### src/rtl/age_rs.sv
`timescale 1ns/1ps
module age_rs #(
  parameter int DEPTH = 8,
  parameter int TAG_W = 6,
  parameter int OP_W  = 8,
  parameter int AGE_W = 5
) (
  input  logic             clk,
  input  logic             rst_n,
  input  logic             ins_valid,
  input  logic [OP_W-1:0]  ins_op,
  input  logic [TAG_W-1:0] ins_dst,
  input  logic [TAG_W-1:0] ins_src0,
  input  logic             ins_rdy0,
  input  logic [TAG_W-1:0] ins_src1,
  input  logic             ins_rdy1,
  input  logic [AGE_W-1:0] ins_age,
  output logic             full,
  input  logic             wb_valid,
  input  logic [TAG_W-1:0] wb_tag,
  input  logic             ew_valid,
  input  logic [TAG_W-1:0] ew_tag,
  input  logic             cx_valid,
  input  logic [TAG_W-1:0] cx_tag,
  input  logic             fl_valid,
  input  logic [AGE_W-1:0] fl_age,
  output logic             iss_valid,
  output logic [OP_W-1:0]  iss_op,
  output logic [TAG_W-1:0] iss_dst
);
  localparam int IW = (DEPTH > 1) ? $clog2(DEPTH) : 1;

  logic [DEPTH-1:0] vld, held, r0, r1, s0, s1;
  logic [OP_W-1:0]  op   [DEPTH];
  logic [TAG_W-1:0] dst  [DEPTH];
  logic [TAG_W-1:0] src0 [DEPTH];
  logic [TAG_W-1:0] src1 [DEPTH];
  logic [AGE_W-1:0] age  [DEPTH];

  logic [DEPTH-1:0] elig, win, cxh, kill;
  logic [IW-1:0]    sel, fidx;
  logic             ins_acc, ins_keep;

  function automatic logic older(input logic [AGE_W-1:0] a, input logic [AGE_W-1:0] b);
    logic [AGE_W-1:0] d;
    d = a - b;
    return d[AGE_W-1];
  endfunction

  assign full      = &vld;
  assign ins_acc   = ins_valid && !full;
  assign ins_keep  = !(fl_valid && older(fl_age, ins_age));
  assign iss_valid = |win;
  assign iss_op    = op[sel];
  assign iss_dst   = dst[sel];

  always_comb begin
    for (int i = 0; i < DEPTH; i++) begin
      elig[i] = vld[i] && !held[i] && (r0[i] || s0[i]) && (r1[i] || s1[i]);
      cxh[i]  = cx_valid && ((s0[i] && !r0[i] && src0[i] == cx_tag) ||
                             (s1[i] && !r1[i] && src1[i] == cx_tag));
      kill[i] = fl_valid && older(fl_age, age[i]);
    end
  end

  always_comb begin
    win = '0;
    for (int i = 0; i < DEPTH; i++) begin
      win[i] = elig[i];
      for (int j = 0; j < DEPTH; j++)
        if (j != i && elig[j] && older(age[j], age[i])) win[i] = 1'b0;
    end
  end

  always_comb begin
    sel  = '0;
    fidx = '0;
    for (int i = 0; i < DEPTH; i++)
      if (win[i]) sel = IW'(i);
    for (int i = DEPTH - 1; i >= 0; i--)
      if (!vld[i]) fidx = IW'(i);
  end

  always_ff @(posedge clk) begin
    if (!rst_n) begin
      vld  <= '0;
      held <= '0;
      r0   <= '0;
      r1   <= '0;
      s0   <= '0;
      s1   <= '0;
    end else begin
      for (int i = 0; i < DEPTH; i++) begin
        if (wb_valid && src0[i] == wb_tag) r0[i] <= 1'b1;
        if (wb_valid && src1[i] == wb_tag) r1[i] <= 1'b1;
        if (ew_valid && src0[i] == ew_tag) s0[i] <= 1'b1;
        if (ew_valid && src1[i] == ew_tag) s1[i] <= 1'b1;
        if (cx_valid && src0[i] == cx_tag) s0[i] <= 1'b0;
        if (cx_valid && src1[i] == cx_tag) s1[i] <= 1'b0;

        if (held[i]) begin
          held[i] <= 1'b0;
          if (!cxh[i]) vld[i] <= 1'b0;
        end else if (win[i]) begin
          if (r0[i] && r1[i]) vld[i] <= 1'b0;
          else if (!cxh[i])   held[i] <= 1'b1;
        end

        if (kill[i]) begin
          vld[i]  <= 1'b0;
          held[i] <= 1'b0;
        end

        if (ins_acc && ins_keep && fidx == IW'(i)) begin
          vld[i]  <= 1'b1;
          held[i] <= 1'b0;
          op[i]   <= ins_op;
          dst[i]  <= ins_dst;
          src0[i] <= ins_src0;
          src1[i] <= ins_src1;
          age[i]  <= ins_age;
          r0[i]   <= ins_rdy0 || (wb_valid && ins_src0 == wb_tag);
          r1[i]   <= ins_rdy1 || (wb_valid && ins_src1 == wb_tag);
          s0[i]   <= ew_valid && ins_src0 == ew_tag && !(cx_valid && ins_src0 == cx_tag);
          s1[i]   <= ew_valid && ins_src1 == ew_tag && !(cx_valid && ins_src1 == cx_tag);
        end
      end
    end
  end


  empty_quiet_chk: assert property (@(posedge clk) disable iff (!rst_n)
    !(|vld) |-> !iss_valid);


  full_block_chk: assert property (@(posedge clk) disable iff (!rst_n)
    (full && ins_valid) |=> ($countones(vld) <= $countones($past(vld))));


  nonspec_free_chk: assert property (@(posedge clk) disable iff (!rst_n)
    (iss_valid && r0[sel] && r1[sel]) |=> !vld[$past(sel)]);

  generate
    for (genvar g = 0; g < DEPTH; g++) begin : g_chk

      window_once_chk: assert property (@(posedge clk) disable iff (!rst_n)
        held[g] |=> !held[g]);

      replay_keep_chk: assert property (@(posedge clk) disable iff (!rst_n)
        (held[g] && cxh[g] && !fl_valid) |=> (vld[g] && !held[g]));

      flush_gone_chk: assert property (@(posedge clk) disable iff (!rst_n)
        fl_valid |=> !(vld[g] && older($past(fl_age), age[g])));
    end
  endgenerate
endmodule

### config.mk
export PLATFORM = sky130hd
export DESIGN_NAME = age_rs
export DESIGN_NICKNAME = d
export VERILOG_FILES = /design/src/rtl/age_rs.sv
export SDC_FILE = /design/constraint.sdc
export NUM_CORES = 1
export LEC_CHECK = 0
export BUFFER_PORTS_ARGS = -buffer_cell sky130_fd_sc_hd__buf_2
export CORE_AREA = 2 2 267 269
export CTS_CLUSTER_DIAMETER = 80
export CTS_CLUSTER_SIZE = 24
export DETAILED_ROUTE_END_ITERATION = 12
export DIE_AREA = 0 0 269 271
export GPL_ROUTABILITY_DRIVEN = 0
export GPL_TIMING_DRIVEN = 1
export SLEW_MARGIN = 20
export SYNTH_ARGS = -nofsm -noshare
export SYNTH_HDL_FRONTEND = slang
export SYNTH_SLANG_ARGS = --single-unit
export TNS_END_PERCENT = 100
### constraint.sdc
create_clock -name clk -period 5.9 [get_ports clk]
set_input_delay 1.18 -clock clk [delete_from_list [all_inputs] [get_ports clk]]
set_output_delay 1.18 -clock clk [all_outputs]
set_load 0.05 [all_outputs]
==> run_results.csv <==
group,metric,value,unit
outcome,result_of_the_run,"complete, no violations",
sta,hold_violations,0,
place,placed_cells,2931,
floorplanning,coreArea,69800,um2
sta,max_freq,0.173,GHz
global_routing,grt_pass1_wl,103000,um
global_routing,grt-ovfl-total,0,
min_path,worstHoldPathType,"register to register",
drt,detail_route.drc_violations,0,
worst_setup_path,cp_slowest_stage_delay,0.53,ns
power_and_ir_drop,clock_power_share,32.9,%
worst_setup_path,path_cells,"clkinvlp_4 > ha_1 > a2111oi_4 > or4_1 > nand3_1 > a221o_1 > or4_4 > o211a_4 > buf_4 > or3b_1 > a31oi_1 > a32o_1 > clkbuf_4",
drt,vias_per_cell,5.42,
cts,cts.reportedPaths.clkPinSlew,0.09,ns
cts,worstSkewPairLatency,0.54,ns
global_routing,first_global_vias,16226,
yosys,postSynthAreaPerCell,10.6,um2
power_and_ir_drop,power_density,177,nW/um2
global_routing,global_route.usage.total,18.7,%
floorplanning,initial_utilization,29.7,%
sta,slew-limit-headroom,26.3,%
cts,cts_num_sinks,296,
worst_setup_path,worstPathMaxFanout,27,
power_and_ir_drop,total_leakage_power,8.44,nW
power_and_ir_drop,power_frac_seq,55.2,%
cts,cts.path.max_buffers,3,
power_and_ir_drop,swShare,26.4,%
drt,avgRoutedWirePerCell,23.2,um
layout,layout.cells.non_filler,3016,
drt,routed_wl,69900,um
place,dp.final_hpwl,48300,um
floorplanning,die_h,271,um
drt,drt_iter0_drc,1608,
floorplanning,boundaryPins,79,
cts,htreeDepth,1,
layout,layout-drive-gt1-share,13.3,%
sta,slew_viol_final,0,
worst_setup_path,path_delay_family,"compound AO/OA/AOI/OAI gates",
yosys,yosys_warnings,0,
yosys,postSynthNetCount,2211,
yosys,post_synth_edffs,248,
sta,fin_worst_skew,0.0207,ns
sta,unrepaired_setup_endpoints_after_global_routing,"yes",
yosys,synth.lib_cells_used.distinct,76,
layout,synthToLayoutAreaGrowth,13.7,%
sta,post-route-min-period,5.80,ns
worst_setup_path,critical_path_required,4.72,ns
floorplanning,dieWidth,269,um
worst_setup_path,timing.setup.critical_path_class,"register to output pin",
worst_setup_path,crit_path_start_kind,"register",
floorplanning,num_rows,97,
layout,antenna-diode-count,0,
layout,nNetsFinal,2322,
sta,finalWorstSetupSlack,0.104,ns
yosys,synth-seq-area-share,40.5,%
worst_setup_path,worstSetupEndpointType,"output pin",
run,max_cap_violations,0,
global_routing,maximum_number_of_pins_on_one_net_before_global_route_repair,38,
power_and_ir_drop,p_int,3.08,mW
worst_setup_path,worst-endpoint-arrival,4.62,ns
place,buffer_ports.inserted,78,
floorplanning,die-area,72900,um2
power_and_ir_drop,combPwrFrac,11.9,%
power_and_ir_drop,switching_power,1.10,mW
drt,dr_total_vias,16338,
place,pre_cts_ws,0.466,ns
place,placed_area,22500,um2
cts,cts_tree,"built",
sta,setup-violations-final,0,
yosys,post_synth_inst_count,1953,
yosys,syn-cell-area,20800,um2
cts,cts_buffers,18,
global_routing,antenna_violations_before_repair,3,
cts,cts_root_buffer,"clkbuf_16",
yosys,synth_flop_cell,"edfxtp_1",
worst_setup_path,critical_path.slowest_cell,"or4_4",
sta,min_period_over_period,98.2,%
yosys,postSynth.asyncResetShare,0,%
sta,transition_at_the_pin_with_the_smallest_max_transition_slack,1.10,ns
power_and_ir_drop,worst_ir_drop_vdd,135,uV
yosys,ys_seq_elements,296,
layout,stdcell_area,23600,um2
worst_setup_path,timing.critical_path.buf_inv,3,
drt,final_antenna_net_count,0,
drt,first_pass_iters,5,
state kept, by name, summed over array words and instances (netlist names):
signal / flops
op: 64
held: 8
r0: 8
age: 40
dst: 48
r1: 8
s0: 8
src0: 48
src1: 48
s1: 8
vld: 8
per-stage QoR:
step / TNS (ns) / hold WS [ns] / power, mW / util, %
floorplan: 0 / 0.479 / 2.65 / -
global placement: 0 / 0.532 / 2.82 / 32.2
detailed placement: 0 / 0.542 / 2.83 / 32.2
CTS: 0 / 0.554 / 4.20 / 33.1
global route: -0.178 / 0.587 / 4.32 / 33.8
finish: 0 / 0.563 / 4.18 / 33.8
Yosys cell counts (all sizes together), types with 5 or more instances:
master	instances	area share (%)
a211oi	13	0.47
nor4	44	1.3
a21oi	70	1.7
clkbuf	61	1.1
nor2	74	1.3
inv	90	1.6
o21ai	67	1.6
xnor2	225	9.5
nand2b	68	2.1
dfxtp	48	4.6
o211ai	84	3.3
nand3	17	0.41
or3	17	0.51
edfxtp	248	36
or3b	14	0.59
nand4	63	1.9
o21bai	5	0.20
ha	195	12
or2	11	0.33
buf	38	1.1
a32o	15	0.73
xor2	190	8.0
a31oi	17	0.51
and3	8	0.24
nand2	33	0.60
a21o	37	1.3
nor3	72	1.8
nor3b	5	0.20
a2111oi	38	1.8
o22ai	8	0.24
o21a	17	0.61
or4	14	0.52
tightest hold or removal path: cells and delay by family (launching register included):
kind	cells	cell delay, ns
compound gates	1	0.06
flops	1	0.35
simple gates	2	0.12
cell families (layout without fill, tap and decap cells):
| kind of cell | Yosys count | after routing | synth area share [%] |
|---|---|---|---|
| AO/OA/AOI/OAI | 400 | 401 | 13.9 |
| XOR/XNOR | 415 | 415 | 17.5 |
| adder cells (fa/ha/maj) | 195 | 195 | 11.8 |
| buffers and inverters | 189 | 311 | 3.88 |
| flip-flops | 296 | 296 | 40.5 |
| AND/OR/NAND/NOR | 458 | 458 | 12.5 |
routing by layer:
metal,vias to the layer above,share of wire [%],GRT usage (%)
met5,-,0.033,0
met4,4,5.4,9.06
met3,221,6.8,2.49
met2,716,48,31.8
met1,8019,40,23.1
li1,7378,-,-
final timing paths:
check	slack [ns]	end	cells after the start	start
setup / recovery	0.10	iss_op[4]	13	age[0][1]$_DFFE_PP_
hold / removal	0.56	held[7]$_SDFF_PP0_	3	held[7]$_SDFF_PP0_
setup reg to reg	2.46	vld[6]$_SDFFE_PN0P_	12	age[1][12]$_DFFE_PP_
hold reg to reg	0.56	held[7]$_SDFF_PP0_	3	held[7]$_SDFF_PP0_
final cells by class:
type                       count  area (um2)
clock inverter                 8        80.1
fill                        6872       46200
clock buffer                  24         494
inverter                      90         379
timing repair buffer         189        1420
multi-input combinational   1469       11600
sequential                   296        8410
tap                          940        1180
layout by cell type (no fill, tap or decap), types with 7 or more instances in the layout:
master,synthesis,routed
edfxtp_1,248,248
xnor2_1,225,225
ha_1,195,194
xor2_1,190,190
buf_4,4,97
inv_1,89,77
o211ai_1,74,74
nor2_1,74,71
a21oi_1,70,70
buf_2,16,70
nor3_1,71,68
nand2b_1,67,67
o21ai_0,63,63
nand4_1,63,63
dfxtp_1,48,48
nor4_1,44,44
a21o_1,37,37
nand2_1,33,33
a2111oi_0,35,30
clkbuf_16,0,19
or3_1,17,17
o21a_1,17,17
nand3_1,17,17
a31oi_1,17,17
a32o_1,14,14
buf_12,0,14
or4_1,13,13
a211oi_1,13,12
clkinvlp_4,0,11
or3b_1,11,11
or2_2,10,10
o211ai_2,10,10
o22ai_1,8,8
clkbuf_4,0,7
repair_timing:
action | 4_1_cts | 5_1_grt
gates cloned | 0 | 1
setup buffers | 3 | 49
setup endpoints to repair | 14 | 14
resized for setup | 3 | 25
pin swaps | 0 | 3
hold buffers | 0 | 0
power by group through the flow:
stage	Sequential [mW]	Clock (mW)	Combinational, mW
finish	2.31	1.38	0.499
global route	2.31	1.48	0.532
CTS	2.31	1.41	0.481
detailed placement	2.36	0	0.478
global placement	2.36	0	0.465
floorplan	2.35	0	0.305
(Power assumes the default switching activity.)
